### src/rtl/hart_irq_gate.sv
module hart_irq_gate #(
  parameter int NSRC    = 16,
  parameter int HART_ID = 0,
  parameter int ADDR_W  = 20,
  parameter int HIDX_W  = 14,
  parameter int PRIO_W  = 8
) (
  input  logic                 clk,
  input  logic                 rst_n,
  input  logic [NSRC-1:0]      pend_i,
  input  logic [NSRC-1:0]      en_i,
  input  logic [32*NSRC-1:0]   tgt_i,
  input  logic                 bus_sel,
  input  logic                 bus_wr,
  input  logic [ADDR_W-1:0]    bus_addr,
  input  logic [31:0]          bus_wdata,
  output logic [31:0]          bus_rdata,
  output logic                 bus_rvalid,
  output logic [NSRC-1:0]      clr_o,
  output logic                 irq_o
);
  localparam int ID_W = 10;
  localparam int HIDX_LSB = 18;
  localparam logic [ADDR_W-1:0] WIN_BASE = ADDR_W'(32'h4000 + HART_ID * 32);
  localparam logic [HIDX_W-1:0] MY_HART = HIDX_W'(HART_ID);
  localparam logic [4:0] OFF_DELIV = 5'h00;
  localparam logic [4:0] OFF_FORCE = 5'h04;
  localparam logic [4:0] OFF_THR   = 5'h08;
  localparam logic [4:0] OFF_TOP   = 5'h18;
  localparam logic [4:0] OFF_CLAIM = 5'h1C;

  logic              deliv_q, force_q;
  logic [PRIO_W-1:0] thr_q;
  logic              found;
  logic [ID_W-1:0]   best_id;
  logic [PRIO_W-1:0] best_pr;
  logic [31:0]       top_word;

  wire       win_hit  = bus_sel && (bus_addr[ADDR_W-1:5] == WIN_BASE[ADDR_W-1:5]);
  wire [4:0] off      = bus_addr[4:0];
  wire       rd_claim = win_hit && !bus_wr && (off == OFF_CLAIM);

  always_comb begin
    logic [PRIO_W-1:0] pr;
    logic [HIDX_W-1:0] hid;
    logic              ok;
    found   = 1'b0;
    best_id = '0;
    best_pr = '0;
    for (int k = 0; k < NSRC; k++) begin
      pr  = tgt_i[32*k +: PRIO_W];
      if (pr == '0) pr = PRIO_W'(1);
      hid = tgt_i[32*k+HIDX_LSB +: HIDX_W];
      ok  = pend_i[k] && en_i[k] && (hid == MY_HART) &&
            ((thr_q == '0) || (pr < thr_q));
      if (ok && (!found || pr < best_pr)) begin
        found   = 1'b1;
        best_id = ID_W'(k + 1);
        best_pr = pr;
      end
    end
  end

  assign top_word = found ? ((32'(best_id) << 16) | 32'(best_pr)) : 32'd0;
  assign clr_o    = (rd_claim && found) ? (NSRC'(1) << (best_id - ID_W'(1))) : '0;
  assign irq_o    = ((top_word != 32'd0) && deliv_q) || force_q;

  always_ff @(posedge clk or negedge rst_n) begin
    if (!rst_n) begin
      deliv_q <= 1'b0;
      force_q <= 1'b0;
      thr_q   <= '0;
    end else if (win_hit && bus_wr) begin
      case (off)
        OFF_DELIV: deliv_q <= bus_wdata[0];
        OFF_FORCE: force_q <= bus_wdata[0];
        OFF_THR:   thr_q   <= bus_wdata[PRIO_W-1:0];
        default: ;
      endcase
    end
  end

  always_ff @(posedge clk or negedge rst_n) begin
    if (!rst_n) begin
      bus_rvalid <= 1'b0;
      bus_rdata  <= 32'd0;
    end else begin
      bus_rvalid <= bus_sel && !bus_wr;
      if (bus_sel && !bus_wr) begin
        if (!win_hit) bus_rdata <= 32'd0;
        else begin
          case (off)
            OFF_DELIV: bus_rdata <= {31'd0, deliv_q};
            OFF_FORCE: bus_rdata <= {31'd0, force_q};
            OFF_THR:   bus_rdata <= 32'(thr_q);
            OFF_TOP,
            OFF_CLAIM: bus_rdata <= top_word;
            default:   bus_rdata <= 32'd0;
          endcase
        end
      end
    end
  end


  clr_onehot_chk: assert property (@(posedge clk) disable iff (!rst_n) $onehot0(clr_o));

  clr_needs_claim_chk: assert property (@(posedge clk) disable iff (!rst_n)
    (clr_o != '0) |-> (bus_sel && !bus_wr && bus_addr[4:0] == OFF_CLAIM));

  clr_live_src_chk: assert property (@(posedge clk) disable iff (!rst_n)
    (clr_o & ~(pend_i & en_i)) == '0);

  force_irq_chk: assert property (@(posedge clk) disable iff (!rst_n) force_q |-> irq_o);

  thr_bound_chk: assert property (@(posedge clk) disable iff (!rst_n)
    (thr_q != '0 && top_word != 32'd0) |-> (top_word[PRIO_W-1:0] < thr_q));

  rvalid_follow_chk: assert property (@(posedge clk) disable iff (!rst_n)
    (bus_sel && !bus_wr) |=> bus_rvalid);
endmodule

### config.mk
export PLATFORM = sky130hd
export DESIGN_NAME = hart_irq_gate
export DESIGN_NICKNAME = d
export VERILOG_FILES = /design/src/rtl/hart_irq_gate.sv
export SDC_FILE = /design/constraint.sdc
export NUM_CORES = 1
export LEC_CHECK = 0
export ABC_AREA = 0
export BUFFER_PORTS_ARGS = -buffer_cell sky130_fd_sc_hd__buf_2
export CAP_MARGIN = 30
export CORE_AREA = 8 8 250 252
export CTS_BUF_LIST = sky130_fd_sc_hd__clkbuf_8
export CTS_CLUSTER_SIZE = 30
export DETAILED_ROUTE_END_ITERATION = 16
export DIE_AREA = 0 0 258 260
export SLEW_MARGIN = 20
export SYNTH_ARGS = -nofsm -noshare
export SYNTH_HDL_FRONTEND = slang
export SYNTH_SLANG_ARGS = --single-unit
### constraint.sdc
create_clock -name clk -period 35.6 [get_ports clk]
set_input_delay 3.56 -clock clk [delete_from_list [all_inputs] [get_ports clk]]
set_output_delay 3.56 -clock clk [all_outputs]
set_load 0.01 [all_outputs]
# Word level (Yosys, flattened, before mapping)
# Index checks and enable logic that the tools add are counted.
# W data, S select, Z words.
# word_totals
in_bits,600
elab_cells,269
output_inout_bits,50
ff_bits,43
# classes
n_reduce_logical,157
shifts,1
n_eq_ne,5
add_sub_neg,1
order_cmp,31
n_mux,68
n_bitwise,1
# ops
cell,n
$mux W8,32
$lt A8 B8 Y1,31
$logic_not A14 Y1,16
$mux W10,14
$logic_not A8 Y1,17
$pmux W26 S4,1
$logic_and A1 B1 Y1,70
$mux W26,2
$logic_or A1 B1 Y1,32
$reduce_bool A32 Y1,1
$or A26 B8 Y26,1
$mux W1,17
$logic_not A1 Y1,16
$mux W16,1
$shl A1 B10 Y16 const A,1
$eq A15 B10 Y1 const B,1
$eq A5 B5 Y1 const B,2
$sub A10 B1 Y10 const B,1
$reduce_and A2 Y1,3
$eq A5 B3 Y1 const B,1
$eq A5 B4 Y1 const B,1
$logic_not A5 Y1,1
$mux W2,1
$reduce_or A2 Y1,1

# Logic depth before layout (Yosys ltp)
# Gate-level depths: netlist (run 1).
# logic_depth
word_depth,71
depth_mapped,172
ltp_nobuf,160

# Worst setup path after synthesis (run 1)
# OpenSTA, ideal clock, no wires.
# synth_path
kind,input to output
start,input port tgt_i[3]
end,output port clr_o[11]
slack_ns,-1.310
required_time_ns,32.040
n_path_buf,19
cell_stages,166
t_arrival_ns,33.350
cell_sequence,ha_1 -> a2111oi_2 -> a2111oi_2 -> nor2_1 -> buf_2 -> nand2_1 -> ha_1 -> a211o_1 -> a211o_1 -> nor4_1 -> a21boi_1 -> a21oi_1 -> clkbuf_1 -> nand2_1 -> o21a_1 -> ha_1 -> nor2b_1 -> o21ai_0 -> [... 130 more ...] -> ha_1 -> a21o_1 -> a21o_1 -> a21oi_1 -> nor2_1 -> nor3_1 -> and3_1 -> a21oi_4 -> o21ai_0 -> ha_1 -> inv_1 -> a21oi_1 -> ha_1 -> nand2_1 -> or3b_2 -> clkbuf_1 -> clkbuf_1 -> nor4_1
# synth_via
elab_chain_len,69
elab_cells_between_ends,116
classes_between,add/sub: 1; order compare: 16; shift: 1; mux: 49; reduce/logical: 49
# synth_rtl
element,line,text
"start, declared",12,"input logic [32*NSRC-1:0] tgt_i,"
$logic_not A8 Y1,52,if (pr == '0) pr = PRIO_W'(1);
$mux W8 *,52,
$lt A8 B8 Y1,55,((thr_q == '0) || (pr < thr_q));
$logic_or A1 B1 Y1,55,
$logic_and A1 B1 Y1,54,ok = pend_i[k] && en_i[k] && (hid == MY_HART) &&
$mux W8 / $mux W1 (equally long branches),56,if (ok && (!found || pr < best_pr)) begin
$lt A8 B8 Y1 / $logic_not A1 Y1 (equally long branches),56,
$logic_or A1 B1 Y1,56,
[... 53 more ...],n/a,
$mux W8 / $mux W1 (equally long branches),56,
$lt A8 B8 Y1 / $logic_not A1 Y1 (equally long branches),56,
$logic_or A1 B1 Y1,56,
$logic_and A1 B1 Y1,56,
$mux W10,56,
$sub A10 B1 Y10,65,assign clr_o = (rd_claim && found) ? (NSRC'(1) << (best_id - ID_W'(1))) : '0;
$shl A1 B10 Y16,65,
$mux W16 *,65,
"end, declared",19,"output logic [NSRC-1:0] clr_o,"
# Every way passes the cells marked *; elsewhere a longest branch is shown, timed or not.

# Worst setup path after layout (run 1)
# layout_path
start,input port tgt_i[3]
end,output port clr_o[14]
# The elaborated chain is that of the path after synthesis.

==> results of run 1 <==
[registers in the layout, summed over array words and instances (netlist names)]
register	count
bus_rvalid	1
thr_q	8
bus_rdata	13
force_q	1
deliv_q	1
[power by group through the flow]
stage	Sequential [uW]	Combinational, uW	Clock, uW
6_report	27.3	76.3	24.4
5_1_grt	27.3	84.6	26.0
4_1_cts	27.3	68.8	24.8
3_5_place_dp	27.9	67.9	0
3_3_place_gp	27.8	66.6	0
2_1_floorplan	27.9	32.3	0
[path summary, 6_finish.rpt]
check,start,endpoint,slack (ns),cells past startpoint
setup / recovery,tgt_i[3],clr_o[14],1.02,159
hold / removal,bus_rdata[19]$_DFFE_PN0P_,bus_rdata[19]$_DFFE_PN0P_,0.49,2
setup reg to reg,thr_q[1]$_DFFE_PN0P_,bus_rdata[7]$_DFFE_PN0P_,7.87,155
hold reg to reg,bus_rdata[19]$_DFFE_PN0P_,bus_rdata[19]$_DFFE_PN0P_,0.49,2
max in group asynchronous,rst_n,bus_rdata[4]$_DFFE_PN0P_,31.95,1
min in group asynchronous,rst_n,thr_q[3]$_DFFE_PN0P_,3.27,1
[per-layer routing]
| metal | global-route usage | vias up | share of wire |
|---|---|---|---|
| li1 | - | 7380 | - |
| met1 | 0.202 | 6884 | 0.45 |
| met2 | 0.235 | 502 | 0.46 |
| met3 | 0.0341 | 60 | 0.082 |
| met4 | 0.0173 | 16 | 0.012 |
| met5 | 0 | - | 0.0016 |
[what timing repair did]
item	in CTS	in global routing
cloned	1	3
setup endpoints to repair	15	16
buffers inserted	7	62
pin swaps	8	145
gates resized for setup	33	224
[synth_stat cells, types with 23 or more instances]
cell	instances
a21o_1	47
nor2_1	121
nor4_1	80
dfrtp_1	24
clkbuf_1	129
inv_1	84
mux2i_1	31
a21oi_1	118
o21a_1	45
o21ai_0	98
a211oi_1	23
nand2_1	110
nor3_1	33
nor4b_1	35
nor2b_1	26
nand4_1	36
ha_1	213
[logic make-up (layout without fill, tap and decap cells)]
| kind of cell | Yosys count | after routing | synth area share |
|---|---|---|---|
| AND/OR/NAND/NOR | 585 | 586 | 0.285 |
| AO/OA/AOI/OAI | 496 | 497 | 0.301 |
| buffers and inverters | 240 | 869 | 0.0866 |
| adder cells (fa/ha/maj) | 214 | 214 | 0.232 |
| multiplexers | 45 | 45 | 0.0406 |
| flip-flops | 24 | 24 | 0.0521 |
| XOR/XNOR | 2 | 2 | 0.00217 |
| other | 1 | 24 | 0.000325 |
[stage by stage]
| stage | cell area [sq um] | total power, uW |
|---|---|---|
| floorplan | 11800 | 60.2 |
| global placement | 16300 | 94.5 |
| detailed placement | 16300 | 95.7 |
| CTS | 16600 | 121 |
| global route | 18100 | 138 |
| finish | 18100 | 128 |
[cell type report]
class / count / share of cell area
tap: 773 / 0.0534
antenna: 5 / 0.000691
timing repair buffer: 780 / 0.273
clock inverter: 1 / 0.00166
inverter: 85 / 0.0176
clock buffer: 3 / 0.00228
multi-input combinational: 1363 / 0.618
sequential: 24 / 0.0331
[worst max-delay path, delay by kind of cell]
family / cells / cell delay (ns)
adders and majority gates: 18 / 4.60
muxes: 5 / 1.23
AOI/OAI and AO/OA: 71 / 12.97
and+or+nand+nor: 36 / 4.93
buffers and inverters: 29 / 3.65
==> metrics.yaml, run 1 <==
outcome: "finished clean"
syn_area_per_cell_sq_um: 7.17
p_int_uw: 79.5
mostFrequentLayoutCells: "buf_2, buf_4, ha_1"
die_h_um: 260
antenna_found_initial: 13
crit_type: "input port to output pin"
irDropWorstVdd_v: 0.0000137
fin_crit_ns: 34.58
yosysWarnings: 0
slew_viol_final: 0
io_pins: 650
combPwrFrac: 0.596
final_common_cell: "buf_2"
drtIter0Drc: 902
critical-path-max-stage-delay_ns: 0.44
timing.final.ws_setup_ns: 1.02
vias: 14800
cap_violations: 0
ys_ff_latch: 24
leakagePower_uw: 0.00826
cts_buffer_depth: 2
p_switching_uw: 48.6
cts_max_level: 1
critPathMaxFanout: 9
synth_edf_count: 0
cts.sinks: 24
die_w_um: 258
avgViaCountPerCell: 4.89
cp_slowest_cell: "a2111oi_4"
first_global_vias: 13900
cp_data_arrival_time_ns: 31.02
period_share: 0.971
coreArea_sq_um: 58500
synthFlopType: "dfrtp_1"
grtUsageTotal: 0.146
clockRootBuffer: "clkbuf_8"
hold_viol: 0
hold_buffers: 0
rows: 89
netSwitchingFraction: 0.379
power_density_nw_per_um2: 7.07
die-area_sq_um: 67100
finalSetupViolCount: 0
holdWs_ns: 0.493
power.share.clock: 0.190
insertion_delay_ns: 0.27
crit_top_cell: "o21a_1"
dr.pass1.iters: 7
seqPwrFrac: 0.213
grt_pass1_wl_um: 78600
worst_slew_pin_slew_ns: 0.859
routed_wl_um: 55100
hpwlAfterDp_um: 45500
grt-ovfl-total: 0
fin_nets: 3070
grt_max_degree: 25
fin_worst_skew_ns: 0.00249
port_buffers: 446
max_freq_mhz: 28.9
async_reset_ff_frac: 1.00
instances_no_fill: 3034
final_util: 0.310
ys_types: 106
cts_made_buffers: 3
cts_tree: "yes"
drtAntennaViolNets: 0
netlist_instances: 1607
slew_headroom: 0.420
crit_required_ns: 32.04
placed_cells: 2951
tns_ns: 0
start_kind: "input port"
ff_latch_area_sq_um: 601
yosys-top-cells-area: "ha_1, dfrtp_1, a21oi_1"
clkTransAtPathRegs_ns: 0.09
ys_seq_area_frac: 0.0521
wire_per_inst_um: 18.2
synth_top_area_frac: 0.231
drive_gt1_frac: 0.458
pre_cts_ws_ns: -0.790
yosysTopAreaCell: "ha_1"
end_kind: "output pin"
place_congestion: 0.880
drcViolationCount: 0
netlist_area_sq_um: 11500
nFillCells: 6320
areaGrowthSynthToFinish_pct: 57.1
initial_utilization: 0.197
min_path_type: "flop to flop"
multiInputGateArea_sq_um: 11200
(Power assumes the default switching activity.)
==> run 2, diff against run 1 <==
--- a/config.mk
+++ b/config.mk
@@ -5,14 +5,15 @@
 export SDC_FILE = /design/constraint.sdc
 export NUM_CORES = 1
 export LEC_CHECK = 0
-export ABC_AREA = 0
+export ABC_AREA = 1
 export BUFFER_PORTS_ARGS = -buffer_cell sky130_fd_sc_hd__buf_2
 export CAP_MARGIN = 30
-export CORE_AREA = 8 8 250 252
+export CORE_AREA = 8 8 248 250
 export CTS_BUF_LIST = sky130_fd_sc_hd__clkbuf_8
 export CTS_CLUSTER_SIZE = 30
 export DETAILED_ROUTE_END_ITERATION = 16
-export DIE_AREA = 0 0 258 260
+export DIE_AREA = 0 0 256 258
+export SKIP_CTS_REPAIR_TIMING = 1
 export SLEW_MARGIN = 20
 export SYNTH_ARGS = -nofsm -noshare
 export SYNTH_HDL_FRONTEND = slang
==> constraint.sdc (replaced) <==
create_clock -name clk -period 42.1 [get_ports clk]
set_input_delay 4.21 -clock clk [delete_from_list [all_inputs] [get_ports clk]]
set_output_delay 4.21 -clock clk [all_outputs]
set_load 0.01 [all_outputs]
==> run 2 against run 1 <==
Net effect: first-iteration DRC count decreased by 36%; setup slack improved by 6.1 ns; clock power is 36% lower; critical path depth is 6 lower; sequential power down 15%; combinational power shrank 18%; synthesized cell count increased by 12%; cell count shrank 4.2%; critical endpoint is now clr_o[3]; highest routed layer unchanged.
==> metrics.yaml, run 2 <==
outcome: "finished clean"
clockRootBuffer: "clkbuf_8"
drcViolationCount: 0
clkTransAtPathRegs_ns: 0.08
dr.pass1.iters: 5
seqPwrFrac: 0.228
synth-simple-area-share: 0.388
grt-ovfl-total: 0
io_pins: 650
synthFlopType: "dfrtp_1"
synth_top_area_frac: 0.247
antenna_found_initial: 7
synthTopCellsByCount: "nand2_1, ha_1, inv_1"
die-area_sq_um: 66000
rows: 88
total_power_uw: 101
critPathMaxFanout: 19
min_path_type: "flop to flop"
rr_startpoint: "thr_q[5]$_DFFE_PN0P_"
cts_buffer_depth: 2
yosysMostFrequentCell: "nand2_1"
cts_made_buffers: 3
finalSetupViolCount: 0
crit_required_ns: 37.89
synth_mux_area_frac: 0.0114
routed_wl_um: 45900
fin_crit_ns: 34.95
yosysTopAreaCell: "ha_1"
r2r_cells: 149
synth_edf_count: 0
drtAntennaViolNets: 0
leakagePower_uw: 0.00713
slew_headroom: 0.349
netlist_instances: 1802
ys_types: 51
coreArea_sq_um: 57400
power.share.clock: 0.155
cts.sinks: 24
combPwrFrac: 0.617
mostFrequentLayoutCells: "buf_2, nand2_1, ha_1"
min_to: "bus_rdata[5]$_DFFE_PN0P_"
netlist_area_sq_um: 10800
placed_area_sq_um: 13500
avgViaCountPerCell: 4.37
areaGrowthSynthToFinish_pct: 25.5
r2r_slack_ns: 15.44
initial_utilization: 0.188
grt_max_degree: 25
final_common_cell: "buf_2"
drive_gt1_frac: 0.268
cp_data_arrival_time_ns: 30.74
irDropWorstVdd_v: 0.00000919
power_density_nw_per_um2: 7.48
r2r_end: "bus_rdata[0]$_DFFE_PN0P_"
tns_ns: 0
fin_nets: 2954
min_from: "bus_rdata[5]$_DFFE_PN0P_"
syn_area_per_cell_sq_um: 5.99
stdcell_area_sq_um: 13500
cp_slowest_cell: "o21ai_0"
fin_worst_skew_ns: 0.00275
crit_type: "input port to output pin"
start_kind: "input port"
vias: 12700
p_switching_uw: 41.2
end_kind: "output pin"
hold_depth: 2
wire_per_inst_um: 15.8
worst_slew_pin_slew_ns: 0.963
cts_tree: "yes"
rsz0062_at_grt: "no"
grt_pass1_wl_um: 68900
synth_fa_ha_area_frac: 0.247
final_util: 0.236
yosysWarnings: 0
first_global_vias: 12500
ys_seq_area_frac: 0.0557
async_reset_ff_frac: 1.00
yosys-top-cells-area: "ha_1, nand2_1, inv_1"
synth-compound-area-share: 0.161
crit_top_cell: "nand2_1"
holdWs_ns: 0.482
cts_max_level: 1
largest_register_ffs: 13
hpwlAfterDp_um: 40200
synth_xor_area_frac: 0.00151
place_congestion: 0.848
netSwitchingFraction: 0.407
ys_ff_latch: 24
p_int_uw: 60.0
drtIter0Drc: 578
port_buffers: 446
top_register: "bus_rdata"
hold_viol: 0
die_h_um: 258
period_share: 0.830
slew_viol_final: 0
cap_violations: 0
grtUsageTotal: 0.130
insertion_delay_ns: 0.26
top_regs: "bus_rdata (13), thr_q (8)"
critical-path-max-stage-delay_ns: 0.75
synth_top_family_by_area: "simple AND/OR/NAND/NOR gates"
die_w_um: 256
max_freq_mhz: 28.6
==> run 2: cell types whose count changed after synthesis, sizes merged, moves of 24 or more <==
cell and delta:
nor2b -26, o21ai +55, a21oi -25, nand2 +364, nor4 -31, nor2 +24, o21a -44, mux2i -30
inv +121, nand3 +73, a21o -43
==> run 2: worst max-delay path by stage <==
stage,cells after the start,startpoint,endpoint
detailed placement,147,tgt_i[5],clr_o[3]
global placement,145,tgt_i[5],clr_o[12]
global route,149,tgt_i[5],clr_o[3]
floorplan,166,tgt_i[7],clr_o[10]
CTS,147,tgt_i[5],clr_o[3]
finish,153,tgt_i[5],clr_o[3]
==> run 2: worst max-delay path, delay by kind of cell <==
family                   cells  cell delay, ns
AO/OA/AOI/OAI               38           10.39
adder cells (fa/ha/maj)     18            5.34
buffers and inverters       14            1.52
AND/OR/NAND/NOR             83            9.19
==> run 2: metal layers <==
layer,track usage,part of all wire,routed length [um],vias to the layer above
li1,-,-,-,6722
met1,0.164,0.45,20700,5589
met2,0.238,0.49,22600,342
met3,0.0195,0.048,2200,38
met4,0.0144,0.0094,433,6
met5,0,0.00089,41,-
==> run 2: cells by family (layout without fill, tap and decap cells) <==
group / after synthesis / after routing
buffers and inverters: 352 / 672
AND/OR/NAND/NOR: 888 / 888
other: 1 / 21
multiplexers: 11 / 11
adder cells (fa/ha/maj): 213 / 213
AO/OA/AOI/OAI: 312 / 312
flip-flops: 24 / 24
XOR/XNOR: 1 / 1
==> run 2: stage by stage <==
stage,instances,setup slack (ns)
floorplan,1820,12.14
global placement,2900,7.22
detailed placement,2901,7.24
CTS,2905,7.11
global route,2907,4.09
finish,2907,7.15
==> run 2: area by class of cell <==
class	count	area [sq um]
antenna	2	5.00
fill	6558	43800
tap	765	957
multi-input combinational	1444	8810
timing repair buffer	456	2310
clock buffer	4	55.1
sequential	24	601
inverter	212	796
==> run 2: power by group through the flow <==
stage / Sequential [uW] / Combinational, uW / Clock [uW]
floorplan: 23.6 / 34.2 / 0
global placement: 23.5 / 61.3 / 0
detailed placement: 23.5 / 62.3 / 0
CTS: 23.1 / 62.6 / 16.1
global route: 23.1 / 71.8 / 17.3
finish: 23.1 / 62.4 / 15.7
